File: config.mk
export PLATFORM = sky130hd
export DESIGN_NAME = enc_txn_seq
export DESIGN_NICKNAME = d
export VERILOG_FILES = /design/src/rtl/enc_seq_pkg.sv /design/src/rtl/enc_uart_tx.sv /design/src/rtl/enc_uart_rx.sv /design/src/rtl/enc_reply_ram.sv /design/src/rtl/enc_txn_seq.sv
export SDC_FILE = /design/constraint.sdc
export NUM_CORES = 1
export LEC_CHECK = 0
export BUFFER_PORTS_ARGS = -buffer_cell sky130_fd_sc_hd__buf_4
export CORE_MARGIN = 8
export CORE_UTILIZATION = 61
export DETAILED_ROUTE_END_ITERATION = 10
export PLACE_DENSITY = 0.77
export SYNTH_ARGS = -nofsm -noshare
export SYNTH_HDL_FRONTEND = slang
export SYNTH_SLANG_ARGS = --single-unit
File: constraint.sdc
create_clock -name clk -period 2.8 [get_ports clk]
set_clock_uncertainty 0.15 [all_clocks]
set_input_delay 0.28 -clock clk [delete_from_list [all_inputs] [get_ports clk]]
set_output_delay 0.28 -clock clk [all_outputs]
set_load 0.05 [all_outputs]
File: src/rtl/enc_seq_pkg.sv
package enc_seq_pkg;

  typedef enum logic [2:0] {
    ST_IDLE,
    ST_SEND,
    ST_ECHO,
    ST_FLUSH,
    ST_REPLY
  } seq_state_t;

  // Data IDs that the encoder understands
  function automatic logic id_ok(input logic [3:0] id);
    case (id)
      4'h0, 4'h1, 4'h2, 4'h3, 4'h6, 4'h7, 4'h8, 4'hC, 4'hD: id_ok = 1'b1;
      default:                                               id_ok = 1'b0;
    endcase
  endfunction

  // Number of request bytes for an ID
  function automatic logic [2:0] req_len(input logic [3:0] id);
    case (id)
      4'h6:    req_len = 3'd4;
      4'hD:    req_len = 3'd3;
      default: req_len = 3'd1;
    endcase
  endfunction

  // Number of reply bytes for an ID
  function automatic logic [3:0] rsp_len(input logic [3:0] id);
    case (id)
      4'h2, 4'h6, 4'hD: rsp_len = 4'd4;
      4'h3:             rsp_len = 4'd11;
      default:          rsp_len = 4'd6;
    endcase
  endfunction

  function automatic logic [7:0] ctrl_byte(input logic [3:0] id);
    ctrl_byte = {^id, id, 3'b010};
  endfunction

  // Request byte at position idx
  function automatic logic [7:0] req_byte(input logic [3:0] id, input logic [7:0] addr,
                                          input logic [7:0] wdata, input logic [1:0] idx);
    logic [7:0] c;
    c = ctrl_byte(id);
    case (idx)
      2'd0:    req_byte = c;
      2'd1:    req_byte = addr;
      2'd2:    req_byte = (id == 4'h6) ? wdata : (c ^ addr);
      default: req_byte = c ^ addr ^ wdata;
    endcase
  endfunction

endpackage

File: src/rtl/enc_uart_tx.sv
module enc_uart_tx #(
  parameter int OSR = 16
) (
  input  logic       clk,
  input  logic       rst,
  input  logic       tick,
  input  logic       go,
  input  logic [7:0] din,
  output logic       txd,
  output logic       idle
);
  localparam int OW = $clog2(OSR);

  logic [9:0]    sh;
  logic [3:0]    bitn;
  logic [OW-1:0] tc;
  logic          act;

  always_ff @(posedge clk) begin
    if (rst) begin
      sh   <= '1;
      bitn <= '0;
      tc   <= '0;
      act  <= 1'b0;
    end else if (!act) begin
      if (go) begin
        sh   <= {1'b1, din, 1'b0};
        bitn <= '0;
        tc   <= '0;
        act  <= 1'b1;
      end
    end else if (tick) begin
      if (tc == OW'(OSR - 1)) begin
        tc <= '0;
        if (bitn == 4'd9) begin
          act <= 1'b0;
          sh  <= '1;
        end else begin
          sh   <= {1'b1, sh[9:1]};
          bitn <= bitn + 4'd1;
        end
      end else begin
        tc <= tc + OW'(1);
      end
    end
  end

  assign txd  = sh[0];
  assign idle = !act;

endmodule

File: src/rtl/enc_uart_rx.sv
module enc_uart_rx #(
  parameter int OSR = 16
) (
  input  logic       clk,
  input  logic       rst,
  input  logic       tick,
  input  logic       rxd,
  output logic       valid,
  output logic       ferr,
  output logic [7:0] dout,
  output logic       busy
);
  localparam int OW = $clog2(OSR);

  logic [1:0]    sy;
  logic          rxs;
  logic          act;
  logic [OW-1:0] tc;
  logic [3:0]    bitn;
  logic [7:0]    sh;

  assign rxs  = sy[1];
  assign busy = act;

  always_ff @(posedge clk) begin
    if (rst) begin
      sy    <= 2'b11;
      act   <= 1'b0;
      tc    <= '0;
      bitn  <= '0;
      sh    <= '0;
      valid <= 1'b0;
      ferr  <= 1'b0;
      dout  <= '0;
    end else begin
      sy    <= {sy[0], rxd};
      valid <= 1'b0;
      if (!act) begin
        if (!rxs) begin
          act  <= 1'b1;
          tc   <= '0;
          bitn <= '0;
        end
      end else if (tick) begin
        if (bitn == 4'd0) begin
          if (tc == OW'(OSR / 2 - 1)) begin
            if (rxs) act <= 1'b0;        // glitch, not a start bit
            else begin
              tc   <= '0;
              bitn <= 4'd1;
            end
          end else begin
            tc <= tc + OW'(1);
          end
        end else if (tc == OW'(OSR - 1)) begin
          tc <= '0;
          if (bitn == 4'd9) begin
            valid <= 1'b1;
            ferr  <= !rxs;
            dout  <= sh;
            act   <= 1'b0;
          end else begin
            sh   <= {rxs, sh[7:1]};
            bitn <= bitn + 4'd1;
          end
        end else begin
          tc <= tc + OW'(1);
        end
      end
    end
  end

endmodule

File: src/rtl/enc_reply_ram.sv
module enc_reply_ram #(
  parameter int W     = 8,
  parameter int DEPTH = 16,
  parameter int AW    = $clog2(DEPTH)
) (
  input  logic          clk,
  input  logic          we,
  input  logic [AW-1:0] waddr,
  input  logic [W-1:0]  wdata,
  input  logic [AW-1:0] raddr,
  output logic [W-1:0]  rdata
);
  logic [W-1:0] mem [DEPTH];

  always_ff @(posedge clk) begin
    if (we) mem[waddr] <= wdata;
  end

  always_ff @(posedge clk) begin
    rdata <= mem[raddr];
  end

endmodule

File: src/rtl/enc_txn_seq.sv
module enc_txn_seq
  import enc_seq_pkg::*;
#(
  parameter int CLK_HZ       = 200_000_000,
  parameter int BAUD_HZ      = 2_500_000,
  parameter int OSR          = 16,
  parameter int TIMEOUT_BITS = 64,
  parameter int REPLY_DEPTH  = 16,
  localparam int AW          = $clog2(REPLY_DEPTH)
) (
  input  logic          clk,
  input  logic          rst,
  input  logic [3:0]    cmd_id,
  input  logic [7:0]    cmd_addr,
  input  logic [7:0]    cmd_wdata,
  input  logic          cmd_start,
  output logic          cmd_busy,
  output logic          cmd_fail,
  output logic [AW:0]   reply_cnt,
  input  logic [AW-1:0] rd_addr,
  output logic [7:0]    rd_data,
  output logic          line_txd,
  output logic          line_de,
  input  logic          line_rxd
);
  localparam int DIV_RAW  = CLK_HZ / (BAUD_HZ * OSR);
  localparam int DIV      = (DIV_RAW < 1) ? 1 : DIV_RAW;
  localparam int DW       = $clog2(DIV + 1);
  localparam int TO_TICKS = TIMEOUT_BITS * OSR;
  localparam int TOW      = $clog2(TO_TICKS + 1);

  // Oversampling tick
  logic tick;
  generate
    if (DIV == 1) begin : g_tick_const
      assign tick = 1'b1;
    end else begin : g_tick_div
      logic [DW-1:0] dcnt;
      always_ff @(posedge clk) begin
        if (rst || dcnt == DW'(DIV - 1)) dcnt <= '0;
        else                            dcnt <= dcnt + DW'(1);
      end
      assign tick = (dcnt == DW'(DIV - 1));
    end
  endgenerate

  seq_state_t     state;
  logic [3:0]     id_q;
  logic [7:0]     addr_q, wdata_q;
  logic [1:0]     req_idx;
  logic [2:0]     req_n;
  logic [AW:0]    rsp_n;
  logic           tx_go;
  logic [7:0]     tx_byte;
  logic           tx_idle;
  logic           rx_valid, rx_ferr, rx_busy;
  logic [7:0]     rx_byte;
  logic [TOW-1:0] to_cnt;
  logic           waiting, to_hit, ram_we;

  enc_uart_tx #(.OSR(OSR)) u_tx (
    .clk(clk), .rst(rst), .tick(tick), .go(tx_go), .din(tx_byte),
    .txd(line_txd), .idle(tx_idle)
  );

  enc_uart_rx #(.OSR(OSR)) u_rx (
    .clk(clk), .rst(rst), .tick(tick), .rxd(line_rxd),
    .valid(rx_valid), .ferr(rx_ferr), .dout(rx_byte), .busy(rx_busy)
  );

  assign ram_we = (state == ST_REPLY) && rx_valid && !rx_ferr;

  enc_reply_ram #(.W(8), .DEPTH(REPLY_DEPTH), .AW(AW)) u_ram (
    .clk(clk), .we(ram_we), .waddr(reply_cnt[AW-1:0]), .wdata(rx_byte),
    .raddr(rd_addr), .rdata(rd_data)
  );

  // Silence timer: counts ticks with no character in progress
  assign waiting = (state == ST_ECHO) || (state == ST_REPLY);
  always_ff @(posedge clk) begin
    if (rst || !waiting || rx_busy || rx_valid) to_cnt <= '0;
    else if (tick)                               to_cnt <= to_cnt + TOW'(1);
  end
  assign to_hit = waiting && tick && !rx_busy && (to_cnt == TOW'(TO_TICKS - 1));

  always_ff @(posedge clk) begin
    if (rst) begin
      state     <= ST_IDLE;
      id_q      <= '0;
      addr_q    <= '0;
      wdata_q   <= '0;
      req_idx   <= '0;
      req_n     <= '0;
      rsp_n     <= '0;
      tx_go     <= 1'b0;
      tx_byte   <= '0;
      cmd_busy  <= 1'b0;
      cmd_fail  <= 1'b0;
      reply_cnt <= '0;
      line_de   <= 1'b0;
    end else begin
      tx_go <= 1'b0;
      case (state)
        ST_IDLE: begin
          if (cmd_start) begin
            reply_cnt <= '0;
            if (id_ok(cmd_id)) begin
              id_q     <= cmd_id;
              addr_q   <= cmd_addr;
              wdata_q  <= cmd_wdata;
              req_idx  <= '0;
              req_n    <= req_len(cmd_id);
              rsp_n    <= (AW+1)'(rsp_len(cmd_id));
              cmd_busy <= 1'b1;
              cmd_fail <= 1'b0;
              line_de  <= 1'b1;
              state    <= ST_SEND;
            end else begin
              cmd_fail <= 1'b1;
            end
          end
        end
        ST_SEND: begin
          if (tx_idle) begin
            tx_go   <= 1'b1;
            tx_byte <= req_byte(id_q, addr_q, wdata_q, req_idx);
            state   <= ST_ECHO;
          end
        end
        ST_ECHO: begin
          if (rx_valid && rx_ferr) begin
            cmd_fail <= 1'b1;
            cmd_busy <= 1'b0;
            line_de  <= 1'b0;
            state    <= ST_IDLE;
          end else if (rx_valid) begin
            req_idx <= req_idx + 2'd1;
            if ((3'(req_idx) + 3'd1) == req_n) state <= ST_FLUSH;
            else                               state <= ST_SEND;
          end else if (to_hit) begin
            cmd_fail <= 1'b1;
            cmd_busy <= 1'b0;
            line_de  <= 1'b0;
            state    <= ST_IDLE;
          end
        end
        ST_FLUSH: begin
          if (tx_idle) begin
            line_de <= 1'b0;
            state   <= ST_REPLY;
          end
        end
        ST_REPLY: begin
          if (rx_valid && rx_ferr) begin
            cmd_fail <= 1'b1;
            cmd_busy <= 1'b0;
            state    <= ST_IDLE;
          end else if (rx_valid) begin
            reply_cnt <= reply_cnt + (AW+1)'(1);
            if (reply_cnt + (AW+1)'(1) == rsp_n) begin
              cmd_busy <= 1'b0;
              state    <= ST_IDLE;
            end
          end else if (to_hit) begin
            cmd_fail <= 1'b1;
            cmd_busy <= 1'b0;
            state    <= ST_IDLE;
          end
        end
        default: state <= ST_IDLE;
      endcase
    end
  end

endmodule

==> results of run 1 <==
==> worst max path at each step <==
stage               slack, ns         endpoint  cells after the start
finish                   0.37     u_rx.bitn[0]                      7
floorplan                0.43         cmd_busy                      7
global route             0.25  u_ram.mem[6][3]                      5
global placement         0.48         cmd_busy                      7
detailed placement       0.40         cmd_fail                      7
CTS                      0.38     u_rx.bitn[0]                      7
==> synth_stat cells (all sizes together) (19+ instances only) <==
| cell type | instances | share of area [%] |
|---|---|---|
| mux4 | 40 | 8.6 |
| edfxtp | 128 | 37 |
| a21oi | 69 | 3.3 |
| nor2 | 63 | 2.3 |
| inv | 19 | 0.68 |
| nand3 | 19 | 0.91 |
| nand2 | 79 | 2.8 |
| dfxtp | 117 | 22 |
| nor3 | 19 | 0.91 |
| clkbuf | 34 | 1.2 |
| ha | 20 | 2.4 |
==> kinds of logic (layout without fill, tap and decap cells) <==
logic type               after synthesis  count (layout)
adder cells (fa/ha/maj)               20              20
flip-flops                           245             245
AO/OA/AOI/OAI                        166             166
AND/OR/NAND/NOR                      273             273
buffers and inverters                 71             144
multiplexers                          58              58
XOR/XNOR                              23              23
==> state kept, by name, indices dropped and copies added (netlist names), 5 cells and up <==
register / count
u_rx.sh: 8
u_ram.rdata: 8
tx_byte: 8
u_ram.mem: 128
addr_q: 8
to_cnt: 11
reply_cnt: 5
u_tx.sh: 9
u_rx.dout: 8
wdata_q: 8
==> power by group <==
group	internal (uW)	leakage, uW	total [uW]	switching (uW)
Sequential	3800	0.00214	3840	48.5
Combinational	220	0.00159	496	276
Clock	1770	0.000359	3100	1330
==> stage by stage <==
| step | area, um^2 | util (%) | std cells | power, uW |
|---|---|---|---|---|
| finish | 11960 | 70.39 | 1154 | 7441 |
| CTS | 11960 | 70.39 | 1154 | 7493 |
| global placement | 10980 | 64.63 | 1089 | 4376 |
| detailed placement | 10980 | 64.63 | 1089 | 4391 |
| global route | 11960 | 70.39 | 1154 | 7688 |
| floorplan | 10450 | - | 856 | 4245 |
==> per-layer routing <==
metal	track usage, %	share of wire [%]
met5	0	0
met4	6.801	2.6
met3	2.830	4.7
met2	36.80	52
met1	24.91	41
==> area by class of cell <==
class,count,share of cell area [%]
Sequential cell,245,51.70
Multi-Input combinational cell,540,33.29
Timing Repair Buffer,82,5.710
Clock buffer,29,5.177
Tap cell,225,2.353
Clock inverter,14,1.171
Inverter,19,0.5961
==> tightest hold or removal path, cell delays in order <==
cell      delay (ns)
buf_4           0.10
a311oi_1        0.15
nand2_1         0.08
a21oi_1         0.06
==> impl_metrics.py, run 1 <==
metrics = {
    "clock_network": {
        "clkSlewWorstSetupHoldPaths_ns": 0.06,
        "numCtsBuffers": 24,
        "post_cts_resized": 0,
        "clk_latency_ns": 0.52,
        "htreeDepth": 1,
        "cts-root-buf": "clkbuf_16",
        "post_cts_buffers": 0,
        "clk_path_buf_depth": 3,
        "cts_hold_buffers": 22,
        "cts_tree": "yes",
        "cts_sinks": 245,
    },
    "yosys": {
        "yosysWarnings": 0,
        "syn-cell-area_mm2": 0.01045,
        "synthArstFlopShare_pct": 0,
        "syn_inst": 856,
        "syn_area_per_cell_um2": 12.20,
        "yosys.area_share.simple_pct": 13.05,
        "ys_seq_area_share_pct": 59.22,
        "synthDistinctLibCells": 60,
        "yosys-mux-area-fraction_pct": 10.36,
        "synth_top_family_by_area": "simple AND/OR/NAND/NOR gates",
        "synth_edf_count": 128,
        "synth_xor_area_share_pct": 2.072,
        "ys_ff_latch": 245,
        "synthAdderAreaFrac_pct": 2.396,
        "synth_compound_area_share_pct": 10.25,
        "synth_flop_cell": "edfxtp_1",
        "syn_nets": 904,
    },
    "worst_setup_path": {
        "critical_path_buf_inv_count": 1,
        "cp_cell_sequence": "inv_1, ha_1, or3b_2, xor2_1, o41ai_2, mux2i_1, nor2_1",
        "cpMaxStageDelayCell": "o41ai_2",
        "reg2reg_slack_ns": 0.37,
        "cp.required_ns": 3.01,
        "max_stage_delay_ns": 0.54,
        "r2r_cells": 7,
        "crit_start": "u_rx.bitn[1]",
        "regToRegStartpoint": "u_rx.bitn[1]",
        "worstSetupStartpointType": "flip-flop",
        "crit_family": "simple AND/OR/NAND/NOR gates",
        "crit_arrival_ns": 2.64,
        "endpoint_kind": "flip-flop",
        "worstSetupPathType": "flip-flop to flip-flop",
        "worst_r2r_endpoint": "u_rx.bitn[0]",
        "critPathMaxFanout": 7,
    },
    "global_route": {
        "grt_util_all_layers_pct": 20.50,
        "grt_pass1_wl_um": 35910,
        "grt_max_degree": 59,
        "antenna_found_initial": 0,
        "grt-ovfl-total": 0,
        "first_global_vias": 6993,
    },
    "sta": {
        "hold_viol_final": 0,
        "drv_slew": 0,
        "setup_tns_ns": 0,
        "slew_headroom_pct": 51.97,
        "finalCritPeriodShare_pct": 86.70,
        "rsz0062_at_grt": "false",
        "holdWs_ns": 0.04726,
        "fmax_ghz": 0.4119,
        "post-route-min-period_ns": 2.428,
        "worst_pin_slew_ns": 0.7194,
        "setup_slack_ns": 0.3723,
        "setup_viol": 0,
    },
    "die": {
        "die_w_um": 146.9,
        "initial_utilization_pct": 61.45,
        "pin_count": 45,
        "rows": 48,
        "core_area_mm2": 0.01700,
        "die_y_um": 146.9,
        "die_area_mm2": 0.02157,
    },
    "placement": {
        "port_buffers": 44,
        "dp_worst_setup_slack_ns": 0.3961,
        "dp_hpwl_um": 14450,
        "place_congestion": 0.9032,
    },
    "finish": {
        "syn2layout_area_growth_pct": 14.54,
        "antenna_cells": 0,
        "drive_gt1_share_pct": 15.82,
        "n_fill_cell": 1140,
        "final_cell_mix": "edfxtp_1 (128), dfxtp_1 (117), nand2_1 (79)",
        "layout_commonest_cell": "edfxtp_1",
        "multi_input_area_mm2": 0.003983,
        "regArea_mm2": 0.006186,
        "nNetsFinal": 960,
    },
    "power": {
        "p_leak_uw": 0.004085,
        "power_density_mw_per_mm2": 622.0,
        "irDropWorstVdd_v": 0.0004346,
    },
    "min_path": {
        "min_from": "cmd_start",
        "hold_end": "state[0]",
        "min_path_type": "primary input to flip-flop",
        "whs_path_depth": 4,
    },
    "route": {
        "drtIter0Drc": 520,
        "wl_per_cell_um": 19.30,
        "vias_per_cell": 6.068,
        "vias": 7003,
        "drc": 0,
        "drtAntennaViolNets": 0,
        "firstDrtPassIters": 5,
        "routed_wl_um": 22270,
    },
    "run": {
        "cap_violations": 0,
    },
    "run_status": {
        "outcome": "finished, final reports clean",
    },
}
No activity file was read; power rests on OpenSTA's default activity.
==> run 2: changes to the inputs <==
--- a/config.mk
+++ b/config.mk
@@ -9,7 +9,9 @@
 export CORE_MARGIN = 8
 export CORE_UTILIZATION = 61
 export DETAILED_ROUTE_END_ITERATION = 10
+export MAX_ROUTING_LAYER = met4
 export PLACE_DENSITY = 0.77
 export SYNTH_ARGS = -nofsm -noshare
 export SYNTH_HDL_FRONTEND = slang
 export SYNTH_SLANG_ARGS = --single-unit
+export TNS_END_PERCENT = 50
==> run 2 against run 1 <==
- global-route usage rose by 0.62 points
- worst setup slack improved by 0.0084 ns
- register-to-register slack about the same
- clock power hardly changed
- maximum frequency increased by 0.35%
- critical endpoint unchanged
- largest cell class unchanged
==> impl_metrics.py, run 2 (synthesized netlist as in run 1, its figures left out) <==
metrics = {
    "run_status": {
        "outcome": "finished, final reports clean",
    },
    "sta": {
        "setup_viol": 0,
        "holdWs_ns": 0.03421,
        "finalCritPeriodShare_pct": 86.40,
        "worst_pin_slew_ns": 0.7030,
        "hold_viol_final": 0,
        "slew_headroom_pct": 53.07,
        "fmax_ghz": 0.4133,
        "drv_slew": 0,
        "rsz0062_at_grt": "false",
        "post-route-min-period_ns": 2.419,
        "setup_tns_ns": 0,
    },
    "finish": {
        "largestRegisters": "u_ram.mem (128), to_cnt (11), u_tx.sh (9)",
        "final_cell_mix": "edfxtp_1 (128), dfxtp_1 (117), nand2_1 (79)",
        "regMostFlops": "u_ram.mem",
        "layout_commonest_cell": "edfxtp_1",
        "final_cells": 1154,
        "antenna_cells": 0,
        "syn2layout_area_growth_pct": 14.54,
        "largest_reg_flops": 128,
        "drive_gt1_share_pct": 15.82,
        "nNetsFinal": 960,
    },
    "clock_network": {
        "post_cts_resized": 0,
        "cts_tree": "yes",
        "cts_sinks": 245,
        "clkSlewWorstSetupHoldPaths_ns": 0.07,
        "clk_latency_ns": 0.52,
        "clk_path_buf_depth": 3,
        "cts-root-buf": "clkbuf_16",
        "htreeDepth": 1,
        "numCtsBuffers": 24,
    },
    "route": {
        "vias": 6986,
        "wl_per_cell_um": 19.29,
        "met1Wirelength_um": 9055,
        "maxUsedRoutingLayer": "met4",
        "wl_met3_um": 1021,
        "drtAntennaViolNets": 0,
        "dr_wl_met2_um": 11590,
        "drc": 0,
        "firstDrtPassIters": 5,
        "drtIter0Drc": 477,
        "vias_per_cell": 6.054,
        "routed_wl_um": 22260,
    },
    "die": {
        "die_y_um": 146.9,
        "core_area_mm2": 0.01700,
        "initial_utilization_pct": 61.45,
        "die_w_um": 146.9,
        "pin_count": 45,
        "die_area_mm2": 0.02157,
        "rows": 48,
    },
    "worst_setup_path": {
        "reg2reg_slack_ns": 0.38,
        "worstSetupStartpointType": "flip-flop",
        "crit_start": "u_rx.bitn[1]",
        "worstSetupPathType": "flip-flop to flip-flop",
        "crit_arrival_ns": 2.63,
        "cp-endpoint": "u_rx.bitn[0]",
        "worst_r2r_endpoint": "u_rx.bitn[0]",
        "regToRegStartpoint": "u_rx.bitn[1]",
        "endpoint_kind": "flip-flop",
        "r2r_cells": 7,
        "cp.required_ns": 3.02,
        "critPathMaxFanout": 7,
    },
    "power": {
        "irDropWorstVdd_v": 0.0004340,
        "p_total_uw": 7444,
        "power_density_mw_per_mm2": 622.2,
        "p_leak_uw": 0.004085,
    },
    "global_route": {
        "first_global_vias": 6984,
        "grt_max_degree": 59,
        "grt_util_all_layers_pct": 21.12,
        "grt_pass1_wl_um": 35950,
        "grt-ovfl-total": 0,
        "antenna_found_initial": 0,
    },
    "placement": {
        "dp_hpwl_um": 14450,
        "port_buffers": 44,
        "dp_cells": 1089,
        "place_congestion": 0.9186,
    },
    "min_path": {
        "min_path_type": "primary input to flip-flop",
    },
    "run": {
        "cap_violations": 0,
    },
}
[run 2: cell counts in the layout (fill, tap and decap cells not counted)]
Identical to the previous run, type by type.
[run 2: per-layer routing]
layer | GRT usage [%] | up-vias
li1 | - | 3298
met3 | 2.707 | 40
met5 | - | -
met1 | 25.05 | 3422
met2 | 36.82 | 226
met4 | 6.801 | 0
[run 2: what timing repair did]
| item | 4_1_cts | 5_1_grt |
|---|---|---|
| hold endpoints to repair | 33 | 0 |
| hold buffers | 22 | 0 |
| buffers inserted | 0 | 0 |
[run 2: final cells by class]
cell class	instances	area (um^2)
Inverter	19	71.32
Clock inverter	14	140.1
Tap cell	225	281.5
Clock buffer	29	619.3
Sequential cell	245	6186
Fill cell	1140	5032
Multi-Input combinational cell	540	3983
Timing Repair Buffer	82	683.2
[run 2: critical path, stage by stage (launching register included)]
cell and delay (ns):
dfxtp_1 0.34, inv_1 0.10, ha_1 0.13, or3b_2 0.52, xor2_1 0.19, o41ai_2 0.54
mux2i_1 0.25, nor2_1 0.05
[run 2: power by group]
group	internal (uW)	switching [uW]	leakage [uW]	total (uW)
clock network	1770	1330	0.000359	3100
logic	220	277	0.00159	496
registers	3800	48.8	0.00214	3840
total	5790	1660	0.00409	7440
[run 2: worst min-delay path by stage]
stage                     slack [ns]        endpoint       start  cells past startpoint
after floorplan                 0.23      u_rx.sy[0]    line_rxd                      1
after global placement          0.25      u_rx.sy[1]  u_rx.sy[0]                      1
after detailed placement        0.25      u_rx.sy[1]  u_rx.sy[0]                      1
after CTS                       0.02        state[0]   cmd_start                      4
after global routing            0.07  u_ram.rdata[7]  rd_addr[2]                      2
final                           0.03        state[0]   cmd_start                      4
[run 2: through the flow]
stage               instance area [um^2]  utilization, %  setup WS, ns
finish                             11960           70.39        0.3807
detailed placement                 10980           64.63        0.3961
global route                       11960           70.39        0.2456
global placement                   10980           64.63        0.4847
CTS                                11960           70.39        0.3820
floorplan                          10450               -        0.4270
==> run 3: changes to the inputs <==
--- a/config.mk
+++ b/config.mk
@@ -9,6 +9,7 @@
 export CORE_MARGIN = 8
 export CORE_UTILIZATION = 61
 export DETAILED_ROUTE_END_ITERATION = 10
+export HOLD_SLACK_MARGIN = 0.15
 export MAX_ROUTING_LAYER = met4
 export PLACE_DENSITY = 0.77
 export SYNTH_ARGS = -nofsm -noshare
==> run 3 against run 2 <==
- critical path depth is 1 lower
- power is 0.15% higher
- first-iteration DRC count is 12% higher
- sequential cell count stayed put
- final area is 0.42% higher
- combinational power is 2% higher
- sequential power hardly changed
- via count is 0.83% higher
- highest routed layer unchanged
==> impl_metrics.py, run 3 (synthesized netlist as in run 1, its figures left out) <==
metrics = {
    "sta": {
        "finalCritPeriodShare_pct": 86.66,
        "setup_tns_ns": 0,
        "drv_slew": 0,
        "fmax_ghz": 0.4121,
        "post-route-min-period_ns": 2.426,
        "setup_viol": 0,
        "slew_headroom_pct": 51.58,
        "hold_viol_final": 0,
        "worst_pin_slew_ns": 0.7253,
        "rsz0062_at_grt": "false",
    },
    "clock_network": {
        "post_cts_resized": 0,
        "htreeDepth": 1,
        "cts_hold_buffers": 27,
        "clk_path_buf_depth": 3,
        "clk_latency_ns": 0.52,
        "cts-root-buf": "clkbuf_16",
        "cts_tree": "yes",
        "cts_sinks": 245,
        "post_cts_buffers": 0,
        "clkSlewWorstSetupHoldPaths_ns": 0.07,
        "numCtsBuffers": 24,
    },
    "run_status": {
        "outcome": "finished, final reports clean",
    },
    "finish": {
        "syn2layout_area_growth_pct": 15.02,
        "fin_area_mm2": 0.01201,
        "regArea_mm2": 0.006186,
        "multi_input_area_mm2": 0.003983,
        "largest_reg_flops": 128,
        "regMostFlops": "u_ram.mem",
        "drive_gt1_share_pct": 15.74,
        "antenna_cells": 0,
        "n_fill_cell": 1135,
        "largestRegisters": "u_ram.mem (128), to_cnt (11), u_tx.sh (9)",
        "nNetsFinal": 965,
        "final_cell_mix": "edfxtp_1 (128), dfxtp_1 (117), nand2_1 (79)",
        "layout_commonest_cell": "edfxtp_1",
    },
    "worst_setup_path": {
        "cp_cell_sequence": "nor2_1, a21oi_1, a311oi_1, nand2_1, a21oi_1, dlygate4sd3_1",
        "worstSetupStartpointType": "flip-flop",
        "worst_r2r_endpoint": "state[0]",
        "reg2reg_slack_ns": 0.37,
        "cpMaxStageDelayCell": "dlygate4sd3_1",
        "crit_arrival_ns": 2.74,
        "max_stage_delay_ns": 0.55,
        "cp.required_ns": 3.12,
        "worstSetupPathType": "flip-flop to flip-flop",
        "r2r_cells": 6,
        "timing.critical_path.mode_cell": "a21oi_1",
        "regToRegStartpoint": "state[1]",
        "critPathMaxFanout": 15,
        "endpoint_kind": "flip-flop",
    },
    "die": {
        "die_w_um": 146.9,
        "rows": 48,
        "die_y_um": 146.9,
        "core_area_mm2": 0.01700,
        "pin_count": 45,
        "initial_utilization_pct": 61.45,
        "die_area_mm2": 0.02157,
    },
    "global_route": {
        "grt_pass1_wl_um": 36070,
        "first_global_vias": 7009,
        "antenna_found_initial": 0,
        "grt_max_degree": 59,
        "grt_util_all_layers_pct": 21.18,
        "grt-ovfl-total": 0,
    },
    "run": {
        "cap_violations": 0,
    },
    "route": {
        "vias": 7044,
        "routed_wl_um": 22360,
        "drtAntennaViolNets": 0,
        "wl_per_cell_um": 19.29,
        "drc": 0,
        "vias_per_cell": 6.078,
        "firstDrtPassIters": 5,
        "drtIter0Drc": 533,
    },
    "min_path": {
        "min_from": "u_rx.sy[0]",
        "whs_path_depth": 1,
        "hold_end": "u_rx.sy[1]",
        "min_path_type": "flip-flop to flip-flop",
    },
    "power": {
        "power_density_mw_per_mm2": 620.6,
        "p_leak_uw": 0.004108,
        "irDropWorstVdd_v": 0.0004351,
    },
    "placement": {
        "port_buffers": 44,
        "place_congestion": 0.9186,
        "dp_hpwl_um": 14450,
        "dpl_cell_area_mm2": 0.01098,
    },
}
==> run 3: cell types whose count changed in the layout (fill, tap and decap cells not counted), sizes merged <==
| cell | delta |
|---|---|
| dlygate4sd3 | +5 |
==> run 3: worst max-delay path, delay by kind of cell, from the launching register on <==
family	cells	cell delay, ns
AO/OA/AOI/OAI	3	0.76
flip-flops	1	0.46
buffers and inverters	1	0.55
AND/OR/NAND/NOR	2	0.46
==> run 3: layer usage <==
metal	global-route usage [%]	part of all wire [%]	vias up
met5	-	0	-
met4	6.749	2.8	0
met3	2.645	5.1	49
met2	36.98	52	246
met1	25.13	40	3439
li1	-	-	3310
==> run 3: per-stage QoR <==
step / hold WS (ns) / power, uW / utilization, % / std cells / worst slack (ns)
2_1_floorplan: 0.2338 / 4245 / - / 856 / 0.4270
3_3_place_gp: 0.2486 / 4376 / 64.63 / 1089 / 0.4847
3_5_place_dp: 0.2490 / 4391 / 64.63 / 1089 / 0.3961
4_1_cts: 0.2626 / 7500 / 70.69 / 1159 / 0.3820
5_1_grt: 0.2701 / 7697 / 70.69 / 1159 / 0.1363
6_report: 0.2586 / 7455 / 70.69 / 1159 / 0.3736
==> run 3: cell type report <==
type | instances | area share, %
inverter | 19 | 0.5936
timing repair buffer | 87 | 6.103
multi-input combinational | 540 | 33.15
sequential | 245 | 51.49
tap | 225 | 2.343
clock buffer | 29 | 5.155
clock inverter | 14 | 1.166
==> run 3: worst max-delay path by stage <==
stage                       start      endpoint  slack [ns]  depth (start not counted)
4_1_cts              u_rx.bitn[1]  u_rx.bitn[0]        0.38                          7
2_1_floorplan        reply_cnt[0]      cmd_busy        0.43                          7
3_5_place_dp   g_tick_div.dcnt[0]      cmd_fail        0.40                          7
3_3_place_gp   g_tick_div.dcnt[0]      cmd_busy        0.48                          7
5_1_grt                  state[1]      state[0]        0.14                          6
6_report                 state[1]      state[0]        0.37                          6
==> run 3: report_power, final <==
group	internal (uW)	switching, uW
clock network	1770	1330
logic	225	278
registers	3800	48.8
total	5790	1660
